<file path="src/rtl/bm_pkg.sv">
package bm_pkg;

  localparam int FREE_STACK  = 0;
  localparam int FREE_LINKED = 1;

  typedef enum logic [1:0] {
    ST_INIT = 2'd0,
    ST_IDLE = 2'd1,
    ST_EXEC = 2'd2
  } bm_state_t;

  typedef enum logic {
    OP_WR = 1'b0,
    OP_RD = 1'b1
  } bm_op_t;

endpackage

</file>
<file path="src/rtl/bm_ptr_ram.sv">
module bm_ptr_ram #(
  parameter int DEPTH = 16,
  parameter int AW    = 4
) (
  input  logic          clk,
  input  logic          en,
  input  logic          we,
  input  logic [AW-1:0] addr,
  input  logic [AW-1:0] wdata,
  output logic [AW-1:0] rdata
);

  logic [AW-1:0] mem [DEPTH];

  always_ff @(posedge clk) begin
    if (en) begin
      if (we) begin
        mem[addr] <= wdata;
      end else begin
        rdata <= mem[addr];
      end
    end
  end

endmodule

</file>
<file path="src/rtl/bm_req_arbiter.sv">
module bm_req_arbiter (
  input  logic clk,
  input  logic rst_n,
  input  logic idle,
  input  logic wr_req,
  input  logic rd_req,
  output logic gnt_wr,
  output logic gnt_rd
);

  logic wr_first_q, wr_first_n;

  always_comb begin
    gnt_wr     = idle && wr_req && (!rd_req || wr_first_q);
    gnt_rd     = idle && rd_req && (!wr_req || !wr_first_q);
    wr_first_n = wr_first_q;
    if (gnt_wr) wr_first_n = 1'b0;
    if (gnt_rd) wr_first_n = 1'b1;
  end

  always_ff @(posedge clk or negedge rst_n) begin
    if (!rst_n) begin
      wr_first_q <= 1'b1;
    end else begin
      wr_first_q <= wr_first_n;
    end
  end

  AST_ONE_GRANT: assert property (@(posedge clk) disable iff (!rst_n)
    !(gnt_wr && gnt_rd));

  AST_GRANT_NEEDS_IDLE: assert property (@(posedge clk) disable iff (!rst_n)
    (gnt_wr || gnt_rd) |=> !idle);

endmodule

</file>
<file path="src/rtl/bm_queue_table.sv">
module bm_queue_table #(
  parameter int NQ = 4,
  parameter int AW = 4,
  parameter int CW = 5,
  parameter int QW = 2
) (
  input  logic             clk,
  input  logic             rst_n,
  input  logic             upd_en,
  input  logic [QW-1:0]    upd_qid,
  input  logic [AW-1:0]    upd_head,
  input  logic [AW-1:0]    upd_tail,
  input  logic [CW-1:0]    upd_cnt,
  input  logic [QW-1:0]    sel_qid,
  output logic [AW-1:0]    sel_head,
  output logic [AW-1:0]    sel_tail,
  output logic [CW-1:0]    sel_cnt,
  output logic [NQ*CW-1:0] len_flat
);

  logic [AW-1:0] head_q [NQ];
  logic [AW-1:0] tail_q [NQ];
  logic [CW-1:0] cnt_q  [NQ];

  for (genvar gi = 0; gi < NQ; gi++) begin : g_queue
    logic hit;
    assign hit = upd_en && (upd_qid == QW'(gi));

    always_ff @(posedge clk or negedge rst_n) begin
      if (!rst_n) begin
        head_q[gi] <= '0;
        tail_q[gi] <= '0;
        cnt_q[gi]  <= '0;
      end else if (hit) begin
        head_q[gi] <= upd_head;
        tail_q[gi] <= upd_tail;
        cnt_q[gi]  <= upd_cnt;
      end
    end

    assign len_flat[gi*CW +: CW] = cnt_q[gi];
  end

  assign sel_head = head_q[sel_qid];
  assign sel_tail = tail_q[sel_qid];
  assign sel_cnt  = cnt_q[sel_qid];

endmodule

</file>
<file path="src/rtl/llq_buf_mgr.sv">
module llq_buf_mgr
  import bm_pkg::*;
#(
  parameter int NUM_CELLS  = 16,
  parameter int NUM_QUEUES = 4,
  parameter int FREE_MODE  = FREE_LINKED,
  localparam int AW = $clog2(NUM_CELLS),
  localparam int CW = $clog2(NUM_CELLS + 1),
  localparam int QW = (NUM_QUEUES > 1) ? $clog2(NUM_QUEUES) : 1
) (
  input  logic                     clk,
  input  logic                     rst_n,
  input  logic                     wr_req,
  input  logic [QW-1:0]            wr_qid,
  input  logic                     rd_req,
  input  logic [QW-1:0]            rd_qid,
  output logic                     busy,
  output logic                     wr_done,
  output logic                     wr_full,
  output logic [AW-1:0]            wr_addr,
  output logic                     rd_done,
  output logic                     rd_err,
  output logic [AW-1:0]            rd_addr,
  output logic [NUM_QUEUES*CW-1:0] q_len
);

  localparam int SW = CW + QW + 1;

  // reset: asserted at once, removed after two edges
  logic rst_s1, rst_s2, rst_i_n;

  always_ff @(posedge clk or negedge rst_n) begin
    if (!rst_n) begin
      rst_s1 <= 1'b0;
      rst_s2 <= 1'b0;
    end else begin
      rst_s1 <= 1'b1;
      rst_s2 <= rst_s1;
    end
  end
  assign rst_i_n = rst_s2;

  bm_state_t     state_q, state_n;
  bm_op_t        op_q, op_n;
  logic [QW-1:0] qid_q, qid_n;
  logic [AW-1:0] init_q, init_n;
  logic [AW-1:0] fh_q, fh_n;
  logic [AW-1:0] ft_q, ft_n;
  logic [CW-1:0] fc_q, fc_n;

  logic          gnt_wr, gnt_rd, idle;
  logic          mem_en, mem_we;
  logic [AW-1:0] mem_addr, mem_wdata, mem_rdata;

  logic          qt_upd;
  logic [AW-1:0] qt_head_n, qt_tail_n;
  logic [CW-1:0] qt_cnt_n;
  logic [QW-1:0] sel_qid;
  logic [AW-1:0] sel_head, sel_tail;
  logic [CW-1:0] sel_cnt;
  logic [SW-1:0] qsum;

  assign idle    = (state_q == ST_IDLE);
  assign sel_qid = (state_q == ST_EXEC) ? qid_q : rd_qid;

  bm_req_arbiter u_arb (
    .clk    (clk),
    .rst_n  (rst_i_n),
    .idle   (idle),
    .wr_req (wr_req),
    .rd_req (rd_req),
    .gnt_wr (gnt_wr),
    .gnt_rd (gnt_rd)
  );

  bm_ptr_ram #(.DEPTH(NUM_CELLS), .AW(AW)) u_ptr (
    .clk   (clk),
    .en    (mem_en),
    .we    (mem_we),
    .addr  (mem_addr),
    .wdata (mem_wdata),
    .rdata (mem_rdata)
  );

  bm_queue_table #(.NQ(NUM_QUEUES), .AW(AW), .CW(CW), .QW(QW)) u_qtab (
    .clk      (clk),
    .rst_n    (rst_i_n),
    .upd_en   (qt_upd),
    .upd_qid  (qid_q),
    .upd_head (qt_head_n),
    .upd_tail (qt_tail_n),
    .upd_cnt  (qt_cnt_n),
    .sel_qid  (sel_qid),
    .sel_head (sel_head),
    .sel_tail (sel_tail),
    .sel_cnt  (sel_cnt),
    .len_flat (q_len)
  );

  // next-state logic
  always_comb begin
    state_n   = state_q;
    op_n      = op_q;
    qid_n     = qid_q;
    init_n    = init_q;
    fh_n      = fh_q;
    ft_n      = ft_q;
    fc_n      = fc_q;
    mem_en    = 1'b0;
    mem_we    = 1'b0;
    mem_addr  = '0;
    mem_wdata = '0;
    qt_upd    = 1'b0;
    qt_head_n = sel_head;
    qt_tail_n = sel_tail;
    qt_cnt_n  = sel_cnt;

    case (state_q)
      ST_INIT: begin
        // chain cell i to cell i+1
        mem_en    = 1'b1;
        mem_we    = 1'b1;
        mem_addr  = init_q;
        mem_wdata = init_q + 1'b1;
        init_n    = init_q + 1'b1;
        if (init_q == AW'(NUM_CELLS - 1)) begin
          state_n = ST_IDLE;
        end
      end

      ST_IDLE: begin
        if (gnt_wr) begin
          mem_en   = 1'b1;
          mem_addr = fh_q;
          op_n     = OP_WR;
          qid_n    = wr_qid;
          state_n  = ST_EXEC;
        end else if (gnt_rd) begin
          mem_en   = 1'b1;
          mem_addr = sel_head;
          op_n     = OP_RD;
          qid_n    = rd_qid;
          state_n  = ST_EXEC;
        end
      end

      ST_EXEC: begin
        state_n = ST_IDLE;
        if (op_q == OP_WR) begin
          if (fc_q != '0) begin
            qt_upd    = 1'b1;
            qt_tail_n = fh_q;
            qt_cnt_n  = sel_cnt + 1'b1;
            fh_n      = mem_rdata;
            fc_n      = fc_q - 1'b1;
            if (sel_cnt != '0) begin
              mem_en    = 1'b1;
              mem_we    = 1'b1;
              mem_addr  = sel_tail;
              mem_wdata = fh_q;
            end else begin
              qt_head_n = fh_q;
            end
          end
        end else if (sel_cnt != '0) begin
          qt_upd    = 1'b1;
          qt_head_n = mem_rdata;
          qt_cnt_n  = sel_cnt - 1'b1;
          fc_n      = fc_q + 1'b1;
          if (FREE_MODE == FREE_STACK) begin
            mem_en    = 1'b1;
            mem_we    = 1'b1;
            mem_addr  = sel_head;
            mem_wdata = fh_q;
            fh_n      = sel_head;
          end else begin
            ft_n = sel_head;
            if (fc_q != '0) begin
              mem_en    = 1'b1;
              mem_we    = 1'b1;
              mem_addr  = ft_q;
              mem_wdata = sel_head;
            end else begin
              fh_n = sel_head;
            end
          end
        end
      end

      default: state_n = ST_INIT;
    endcase
  end

  // registers
  always_ff @(posedge clk or negedge rst_i_n) begin
    if (!rst_i_n) begin
      state_q <= ST_INIT;
      op_q    <= OP_WR;
      qid_q   <= '0;
      init_q  <= '0;
      fh_q    <= '0;
      ft_q    <= AW'(NUM_CELLS - 1);
      fc_q    <= CW'(NUM_CELLS);
    end else begin
      state_q <= state_n;
      op_q    <= op_n;
      qid_q   <= qid_n;
      init_q  <= init_n;
      fh_q    <= fh_n;
      ft_q    <= ft_n;
      fc_q    <= fc_n;
    end
  end

  assign busy    = !idle;
  assign wr_done = (state_q == ST_EXEC) && (op_q == OP_WR);
  assign rd_done = (state_q == ST_EXEC) && (op_q == OP_RD);
  assign wr_full = wr_done && (fc_q == '0);
  assign rd_err  = rd_done && (sel_cnt == '0);
  assign wr_addr = fh_q;
  assign rd_addr = sel_head;

  always_comb begin
    qsum = '0;
    for (int i = 0; i < NUM_QUEUES; i++) begin
      qsum = qsum + SW'(q_len[i*CW +: CW]);
    end
  end

  AST_EXEC_NO_READ: assert property (@(posedge clk) disable iff (!rst_i_n)
    ((state_q == ST_EXEC) && mem_en) |-> mem_we);

  AST_DONE_AFTER_REQ: assert property (@(posedge clk) disable iff (!rst_i_n)
    (wr_done |-> $past(wr_req)) and (rd_done |-> $past(rd_req)));

  AST_ALLOC_TAKES_CELL: assert property (@(posedge clk) disable iff (!rst_i_n)
    (wr_done && !wr_full) |=> (fc_q == $past(fc_q) - 1'b1));

  AST_RELEASE_DROPS_LEN: assert property (@(posedge clk) disable iff (!rst_i_n)
    (rd_done && !rd_err) |=> (qsum == $past(qsum) - 1'b1));

  AST_REFUSED_KEEPS_LEN: assert property (@(posedge clk) disable iff (!rst_i_n)
    (wr_full || rd_err) |=> (qsum == $past(qsum)));

  AST_CELLS_CONSERVED: assert property (@(posedge clk) disable iff (!rst_i_n)
    (state_q != ST_INIT) |-> ((SW'(fc_q) + qsum) == SW'(NUM_CELLS)));

endmodule

</file>
<file path="config.mk">
export PLATFORM = sky130hd
export DESIGN_NAME = llq_buf_mgr
export DESIGN_NICKNAME = d
export VERILOG_FILES = /design/src/rtl/bm_pkg.sv /design/src/rtl/bm_ptr_ram.sv /design/src/rtl/bm_req_arbiter.sv /design/src/rtl/bm_queue_table.sv /design/src/rtl/llq_buf_mgr.sv
export SDC_FILE = /design/constraint.sdc
export NUM_CORES = 1
export LEC_CHECK = 0
export CORE_ASPECT_RATIO = 1.1
export CORE_MARGIN = 8
export CORE_UTILIZATION = 50
export DETAILED_ROUTE_END_ITERATION = 8
export GPL_TIMING_DRIVEN = 0
export PLACE_DENSITY = 0.66
export SLEW_MARGIN = 20
export SYNTH_ARGS = -nofsm -noshare
export SYNTH_HDL_FRONTEND = slang
export SYNTH_SLANG_ARGS = --single-unit
</file>
<file path="constraint.sdc">
create_clock -name clk -period 9.35 [get_ports clk]
set_clock_uncertainty 0.1 [all_clocks]
set_input_delay 1.87 -clock clk [delete_from_list [all_inputs] [get_ports clk]]
set_output_delay 1.87 -clock clk [all_outputs]
set_load 0.02 [all_outputs]
</file>
==> flow_summary_export.csv, run 1 <==
group,metric,value,unit
outcome,run_status,"complete, no violations",
synth,number_of_synthesized_flops_with_an_enable_pin,68,
cts,post_cts_resize_count,0,
worst_setup_path,crit_arrival,5750,ps
cts,cts.path.max_buffers,2,
sta,setup_viols_final,0,
worst_setup_path,startpoint_type,"primary input",
synth,synth.top_cells.by_count,"nand2_1 (91), dfrtp_1 (71), edfxtp_1 (68)",
routing,avgRoutedWirePerCell,20.2,µm
cts,clkLatencyLatePin,430,ps
global_route,overflow,0,
synth,sequential_share_of_the_synthesized_area,56.9,%
pwr,p_leak,3.30,nW
synth,synth-seq-cells,145,
die,core,13700,µm²
sta,worst_pin_slew,1060,ps
synth,synthesis.instances,623,
worst_hold_path,worst_min_path_class,"reg2async",
routing,count_of_unresolved_drc_violations_after_routing,0,
global_route,globalRoute.busiestLayer,"met2",
synth,synth_nets,638,
cts,clkSinkCount,145,
synth,synth_async_sr_flop_share,53.1,%
synth,netlist_top_cells_area,"edfxtp_1 (29%), dfrtp_1 (25%), mux2i_1 (5.2%)",
cts,cts_tree,"yes",
routing,wl,17800,µm
routing,avgViaCountPerCell,5.96,
pwr,cellPowerDensity,410,nW/µm²
final_layout,area_growth_syn_to_layout,18.1,%
routing,detailedRoute.firstPassIterationCount,6,
sta,min_period,7720,ps
cts,cts-root-buf,"clkbuf_16",
global_route,use_met3,4.82,%
global_route,globalRouteMet2Util,35.2,%
worst_setup_path,timing.reg2reg.setup_slack,4350,ps
die,fp.dieH,140,µm
worst_setup_path,crit_required,7380,ps
synth,synthDominantAreaCellType,"edfxtp_1",
synth,yosys_warnings,0,
global_route,grt_start_max_net_pins,55,
sta,layout_worst_path_cycle_share,82.5,%
global_route,grt.met1_usage,24.1,%
routing,drtAntennaViolNets,0,
worst_setup_path,rr_startpoint,"state_q[0]",
die,floorplan.initialDensity,50.9,%
die,rows,45,
synth,synthMostInstantiatedCell,"nand2_1",
place,io_buffer_count,40,
synth,synth_top_area_share,29.2,%
cts,cts_hold_buffers,0,
routing,dr_total_vias,5269,
cts,postCtsSetupRepairBufs,0,
sta,setup_repair_after_global_routing_missed_its_margin,"false",
final_layout,share_of_layout_cells_above_drive_strength_1,13.5,%
sta,relSlewSlack,29.1,%
job,maxCapViolCount,0,
worst_setup_path,endpoint_kind,"output pin",
final_layout,final_cells,884,
die,floorplan.io_pins,41,
cts,numCtsBuffers,17,
die,die-width,129,µm
place,dp_hpwl,12600,µm
routing,starting_drc_count_in_detailed_routing,516,
final_layout,antenna_cells_inserted,0,
synth,post_synth_instance_area,6990,µm²
cts,cts-htree-levels,4,
synth,synth_top_flop_cell,"dfrtp_1",
worst_setup_path,critical_path_class,"in2out",
pwr,ir_drop,0.204,mV
global_route,grt_antenna_before_repair,0,
worst_setup_path,worst-path-max-fanout,10,
global_route,gr-usage-all-layers,20.8,%
worst_setup_path,worst_r2r_path_depth,13,
worst_setup_path,worstReg2RegEnd,"u_qtab.head_q[3]",
place,post-place-cells,852,
sta,slew_viol_final,0,
cts,clk_transition_reported_paths,60,ps
global_route,grt_pass1_vias,5392,
final_layout,nets,698,
synth,synthDistinctLibCells,65,
global_route,grt_pass1_wl,28600,µm
synth,synth_area_per_cell,11.2,µm²
sta,finalSetupTns,0,ps
place,place.gp.congestion,0.906,
sta,clock.fmax,130,MHz
sta,report.final.hold_viol_count,0,
die,fp.dieArea,18000,µm²
[worst max-delay path: stages]
cell and delay (ps):
clkdlybuf4s50_1 530, a21oi_4 500, buf_4 300, mux4_2 590, inv_1 90, ha_1 200, nand2_1 110, nor4_1 670
and2_1 260, clkdlybuf4s50_1 620
[cells in the final DEF, fill, tap and decap left out, drive strengths merged, types with 3 or more instances in the layout]
master / synthesis / final
a21o: 4 / 4
edfxtp: 68 / 68
nand3: 4 / 4
clkbuf: 13 / 30
nand2: 91 / 91
dfrtp: 71 / 71
xor2: 3 / 3
a222oi: 4 / 4
xnor2: 7 / 7
nand2b: 4 / 4
a21oi: 53 / 53
a32o: 4 / 4
mux2: 10 / 10
a22oi: 3 / 3
o22ai: 10 / 10
buf: 18 / 19
a211oi: 18 / 18
o21ai: 46 / 46
nor3: 6 / 6
inv: 25 / 33
clkinv: 0 / 4
mux4: 10 / 10
clkdlybuf4s50: 0 / 40
nor2: 53 / 53
a211o: 5 / 5
or3: 6 / 6
a2111oi: 3 / 3
ha: 6 / 6
mux2i: 36 / 36
and2: 7 / 7
dfstp: 6 / 6
[worst max path at each step]
stage | from | end | slack (ps) | cells after the start
2_1_floorplan | rd_qid[0] | rd_err | 3480 | 8
3_3_place_gp | rd_qid[0] | rd_err | 1890 | 10
3_5_place_dp | rd_qid[0] | rd_err | 1850 | 10
4_1_cts | rd_qid[0] | rd_err | 1720 | 10
5_1_grt | rd_qid[0] | rd_err | 1550 | 10
6_report | rd_qid[0] | rd_err | 1630 | 10
[metal layers]
metal	part of all wire, %	up-vias
met5	0	-
met4	3.2	0
met3	6.9	45
met2	50	235
met1	40	2594
li1	-	2395
[per-stage QoR]
| stage | util, % | hold WS (ps) | instance area (µm²) | total power, mW | setup WS, ps |
|---|---|---|---|---|---|
| 2_1_floorplan | - | 231 | 6990 | 2.19 | 3480 |
| 3_3_place_gp | 55.5 | 238 | 7620 | 2.67 | 1890 |
| 3_5_place_dp | 55.9 | 134 | 7680 | 2.72 | 1850 |
| 4_1_cts | 60.0 | 142 | 8250 | 3.39 | 1720 |
| 5_1_grt | 60.0 | 159 | 8250 | 3.58 | 1550 |
| 6_report | 60.0 | 128 | 8250 | 3.38 | 1630 |
[state kept, by name, indices dropped and copies added (netlist names)]
name / cells
fc_q: 5
rst_i_n: 1
qid_q: 2
ft_q: 4
state_q: 2
u_ptr.mem: 64
u_arb.wr_first_q: 1
u_qtab.head_q: 16
init_q: 4
u_qtab.len_flat: 20
u_ptr.rdata: 4
rst_s1: 1
u_qtab.tail_q: 16
op_q: 1
wr_addr: 4
[cell families after synthesis]
kind of cell / count (synthesis) / synth area share [%]
AOI/OAI and AO/OA: 165 / 15.1
xor gates and xnor gates: 10 / 1.25
adders and majority gates: 7 / 1.36
buffers and inverters: 56 / 3.99
DFF: 145 / 56.9
muxes: 56 / 9.99
other: 1 / 0.0537
and+or+nand+nor: 183 / 11.4
[cell type report]
type,count,area (µm²)
fillers,1181,5490
flip-flops and latches,145,3980
multi-input cells,422,2750
repair buffers,41,428
clock buffers,17,425
well taps,188,235
plain buffers,31,185
clock inverters,15,148
inverters,25,93.8
[where the power goes]
group | leakage [nW] | switching (mW) | total, mW | internal (mW)
Combinational | 1.44 | 0.978 | 1.59 | 0.608
Sequential | 1.58 | 0.147 | 1.14 | 0.991
Clock | 0.276 | 0.285 | 0.659 | 0.373
Total | 3.30 | 1.41 | 3.38 | 1.97
No activity file was read; power rests on OpenSTA's default activity.
==> inputs of run 2 (changes only) <==
Settings changed: PLACE_DENSITY 0.66 to 0.68.
Clock period 9.35 ns to 6.2 ns, I/O delays scaled along.
==> run 2 against run 1 <==
  * Final area rose by 0.15%
  * Total power rose by 50%
  * Sequential power rose by 51%
  * Hold slack improved by 3.6 ps
  * Die area did not move
  * Via count rose by 0.40%
  * Sequential cell count did not move
  * First-iteration DRC count rose by 4.1%
  * Critical path type unchanged
  * Largest power group unchanged
==> flow_summary_export.csv, run 2 (synthesis gave the netlist of run 1 again) <==
group,metric,value,unit
die,fp.dieArea,18000,µm²
die,core,13700,µm²
worst_setup_path,timing.reg2reg.setup_slack,1620,ps
worst_setup_path,crit_arrival,4600,ps
sta,slew_viol_final,0,
routing,dr_total_vias,5290,
sta,report.final.hold_viol_count,0,
worst_setup_path,startpoint_type,"primary input",
worst_setup_path,crit_required,4860,ps
cts,cts.path.max_buffers,2,
sta,holdWs,132,ps
final_layout,largest_reg_flops,64,
cts,clkSinkCount,145,
final_layout,most_common_library_cell_in_the_layout_ignoring_fill_and_taps,"nand2_1",
sta,worst_pin_slew,1110,ps
final_layout,nets,701,
final_layout,antenna_cells_inserted,0,
sta,clock.fmax,168,MHz
routing,avgRoutedWirePerCell,20.1,µm
pwr,p_leak,3.31,nW
global_route,gr-usage-all-layers,21.0,%
sta,min_period,5940,ps
die,fp.dieH,140,µm
final_layout,final_cell_mix,"nand2_1 (91), dfrtp_1 (70), edfxtp_1 (68), nor2_1 (53), a21oi_1 (51)",
die,floorplan.initialDensity,50.9,%
cts,cts-htree-levels,4,
global_route,grt_antenna_before_repair,0,
worst_setup_path,worst-path-max-fanout,8,
global_route,grt_pass1_vias,5401,
die,rows,45,
cts,cts_tree,"yes",
sta,relSlewSlack,25.8,%
final_layout,largest-register,"u_ptr.mem",
cts,numCtsBuffers,17,
pwr,ir_drop,0.284,mV
final_layout,share_of_layout_cells_above_drive_strength_1,14.2,%
outcome,run_status,"complete, no violations",
cts,clkLatencyLatePin,430,ps
job,maxCapViolCount,0,
sta,setup_viols_final,0,
routing,detailedRoute.firstPassIterationCount,6,
routing,starting_drc_count_in_detailed_routing,537,
place,place.gp.congestion,0.879,
cts,clk_transition_reported_paths,60,ps
routing,wl,17800,µm
final_layout,area_growth_syn_to_layout,18.2,%
routing,count_of_unresolved_drc_violations_after_routing,0,
die,floorplan.io_pins,41,
routing,avgViaCountPerCell,5.96,
worst_setup_path,critical_path_class,"in2out",
sta,setup_repair_after_global_routing_missed_its_margin,"false",
die,die-width,129,µm
global_route,grt_start_max_net_pins,55,
global_route,grt_pass1_wl,29000,µm
place,dp_hpwl,12500,µm
place,io_buffer_count,40,
pwr,cellPowerDensity,615,nW/µm²
worst_setup_path,endpoint_kind,"output pin",
routing,drtAntennaViolNets,0,
sta,layout_worst_path_cycle_share,95.8,%
cts,cts-root-buf,"clkbuf_16",
sta,finalSetupTns,0,ps
worst_hold_path,worst_min_path_class,"reg2async",
global_route,overflow,0,
==> run 2: stage by stage <==
step	total power, mW	worst slack [ps]	util [%]	cells	instance area, µm²
5_1_grt	5.40	128	60.1	887	8260
3_3_place_gp	4.02	-18.5	55.5	851	7620
6_report	5.08	260	60.1	887	8260
2_1_floorplan	3.30	1590	-	623	6990
3_5_place_dp	4.09	-22.4	55.9	852	7680
4_1_cts	5.07	128	59.9	884	8240
==> run 2: worst max-delay path: stages <==
cell             delay, ps
clkdlybuf4s50_1        640
a21o_1                 420
mux4_2                 660
inv_1                  100
ha_1                   190
nand2_1                110
nor4_2                 400
and2_1                 210
clkdlybuf4s50_1        620
==> run 2: final timing paths <==
path | startpoint | endpoint | cells past startpoint
max in group asynchronous | rst_n | rst_i_n | 1
hold / removal | rst_i_n | u_qtab.head_q[7] | 0
min in group clk | rst_s1 | rst_i_n | 0
setup reg to reg | state_q[1] | u_ptr.mem[9][3] | 13
hold reg to reg | rst_i_n | u_qtab.head_q[7] | 0
setup / recovery | rd_qid[0] | rd_err | 9
==> run 2: where the power goes <==
group          leakage [nW]  switching (mW)  internal (mW)
clock network         0.274           0.434          0.525
logic                  1.46            1.47          0.928
registers              1.58           0.227           1.49
==> run 2: layer usage <==
metal / GRT usage (%) / wire [µm]
met1: 25.0 / 7110
met2: 35.0 / 8890
met3: 4.33 / 1190
met4: 11.1 / 656
met5: 0 / 0
==> run 2: final cells by class <==
class | count | area, µm²
fillers | 1166 | 5480
repair buffers | 45 | 458
multi-input cells | 422 | 2760
clock inverters | 15 | 128
well taps | 188 | 235
clock buffers | 17 | 425
flip-flops and latches | 145 | 3980
plain buffers | 30 | 181
inverters | 25 | 93.8
==> run 2: timing repair <==
action                     4_1_cts  5_1_grt
hold endpoints to repair         0        0
gates resized for setup          1        0
pin swaps                        0        1
setup buffers                    0        4
hold buffers                     0        0
setup endpoints to repair        1        1
==> inputs of run 3 (changes only) <==
--- a/constraint.sdc
+++ b/constraint.sdc
@@ -4,2 +4,2 @@
 set_output_delay 1.24 -clock clk [all_outputs]
-set_load 0.02 [all_outputs]
+set_load 0.1 [all_outputs]
==> run 3 against run 2 <==
  * Sequential cell count did not move
  * Critical path type unchanged
  * Routed wire length barely moved
  * Final area barely moved
==> flow_summary_export.csv, run 3 (synthesis gave the netlist of run 1 again) <==
group,metric,value,unit
final_layout,nets,701,
die,fp.dieH,140,µm
routing,wl,17800,µm
routing,starting_drc_count_in_detailed_routing,537,
sta,least_setup_slack_across_all_paths_after_layout,319,ps
cts,cts_tree,"yes",
sta,relSlewSlack,26.0,%
global_route,grt_pass1_vias,5401,
die,die-width,129,µm
die,fp.dieArea,18000,µm²
sta,worst_pin_slew,1110,ps
outcome,run_status,"complete, no violations",
final_layout,antenna_cells_inserted,0,
place,dp_hpwl,12500,µm
global_route,grt_pass1_wl,29000,µm
routing,dr_total_vias,5276,
die,floorplan.io_pins,41,
final_layout,final_cell_mix,"nand2_1 (91), dfrtp_1 (70), edfxtp_1 (68), nor2_1 (53), a21oi_1 (51)",
cts,clk_transition_reported_paths,60,ps
worst_setup_path,worst-path-max-fanout,8,
final_layout,final_design_area_no_fill,8260,µm²
routing,avgViaCountPerCell,5.95,
worst_setup_path,crit_buf_inv,3,
routing,avgRoutedWirePerCell,20.1,µm
place,placement.setup.worst_slack,-553,ps
worst_setup_path,startpoint_type,"primary input",
worst_setup_path,endpoint_kind,"output pin",
cts,clkSinkCount,145,
sta,report.final.hold_viol_count,0,
final_layout,area_growth_syn_to_layout,18.3,%
worst_setup_path,critical_path_class,"in2out",
cts,cts-htree-levels,4,
routing,count_of_unresolved_drc_violations_after_routing,0,
worst_setup_path,crit_arrival,4540,ps
cts,cts.path.max_buffers,2,
place,io_buffer_count,40,
sta,clock.fmax,170,MHz
worst_hold_path,worst_min_path_class,"reg2async",
final_layout,share_of_layout_cells_above_drive_strength_1,14.3,%
global_route,grt_antenna_before_repair,0,
global_route,gr-usage-all-layers,21.0,%
routing,drtAntennaViolNets,0,
cts,clkLatencyLatePin,430,ps
global_route,overflow,0,
sta,min_period,5880,ps
global_route,grt_start_max_net_pins,55,
sta,setup_viols_final,0,
worst_setup_path,worst_path_max_delay_cell,"mux4_2",
worst_setup_path,crit_required,4860,ps
die,floorplan.initialDensity,50.9,%
worst_setup_path,largest_stage_delay_on_the_critical_path,660,ps
worst_setup_path,timing.critical_path.cells,"clkdlybuf4s50_1, a21o_1, mux4_2, inv_1, ha_1, nand2_1, nor4_2, and2_1, clkdlybuf4s15_2",
place,placed_cell_area,7680,µm²
job,maxCapViolCount,0,
sta,setup_repair_after_global_routing_missed_its_margin,"false",
final_layout,fillerInstances,1165,
sta,layout_worst_path_cycle_share,94.8,%
final_layout,most_common_library_cell_in_the_layout_ignoring_fill_and_taps,"nand2_1",
sta,holdWs,132,ps
routing,detailedRoute.firstPassIterationCount,7,
cts,cts-root-buf,"clkbuf_16",
die,core,13700,µm²
cts,numCtsBuffers,17,
final_layout,largest-register,"u_ptr.mem",
die,rows,45,
sta,slew_viol_final,0,
final_layout,largest_reg_flops,64,
worst_setup_path,worst_path_dominant_cell_family,"buffers and inverters",
place,place.gp.congestion,0.879,
## run 3: cell types whose count changed in the layout (fill, tap and decap cells not counted), sizes merged
| cell | before | now |
|---|---|---|
| clkdlybuf4s15 | 0 | 1 |
| clkdlybuf4s50 | 40 | 39 |
## run 3: repair_timing
| item | 4_1_cts | 5_1_grt |
|---|---|---|
| pin swaps | 0 | 1 |
| setup endpoints to repair | 1 | 1 |
| resized for setup | 4 | 0 |
| gates cloned | 0 | 0 |
| hold buffers | 0 | 0 |
| setup buffers | 0 | 4 |
## run 3: final cells by class
cell class                 instances  area (µm²)  area share [%]
multi-input combinational        422        2760            33.4
clock buffer                      17         425            5.15
buffer                            30         181            2.20
clock inverter                    15         128            1.54
timing repair buffer              45         459            5.56
tap                              188         235            2.85
inverter                          25        93.8            1.14
sequential                       145        3980            48.2
## run 3: routing by layer
layer  part of all wire, %  up-vias  track usage, %  wire length, µm
met5                     0        -               0                0
met4                   3.3        0            11.1              597
met3                   6.7       41            4.33             1200
met2                    50      225            35.0             8940
met1                    40     2608            25.0             7120
li1                      -     2402               -                -
## run 3: metrics by stage
stage	instances	util [%]	TNS, ps
floorplan	623	-	0
global placement	851	55.5	-549
detailed placement	852	55.9	-553
CTS	884	60.0	0
global route	887	60.1	0
finish	887	60.1	0
## run 3: final timing paths
path / from / end / slack [ps] / cells after the start
min in group clk: rst_s1 / rst_i_n / 260 / 0
worst max-delay path: rd_qid[0] / rd_err / 320 / 9
worst min-delay path: rst_i_n / state_q[1] / 130 / 0
max in group asynchronous: rst_n / rst_i_n / 5000 / 1
worst min register to register: rst_i_n / state_q[1] / 130 / 0
worst max register to register: state_q[1] / u_ptr.mem[9][3] / 1620 / 13
Power of run 3 is left out: the tool's default activity adds up to more than one toggle a clock period on the data nets, which glitch-free logic cannot reach.
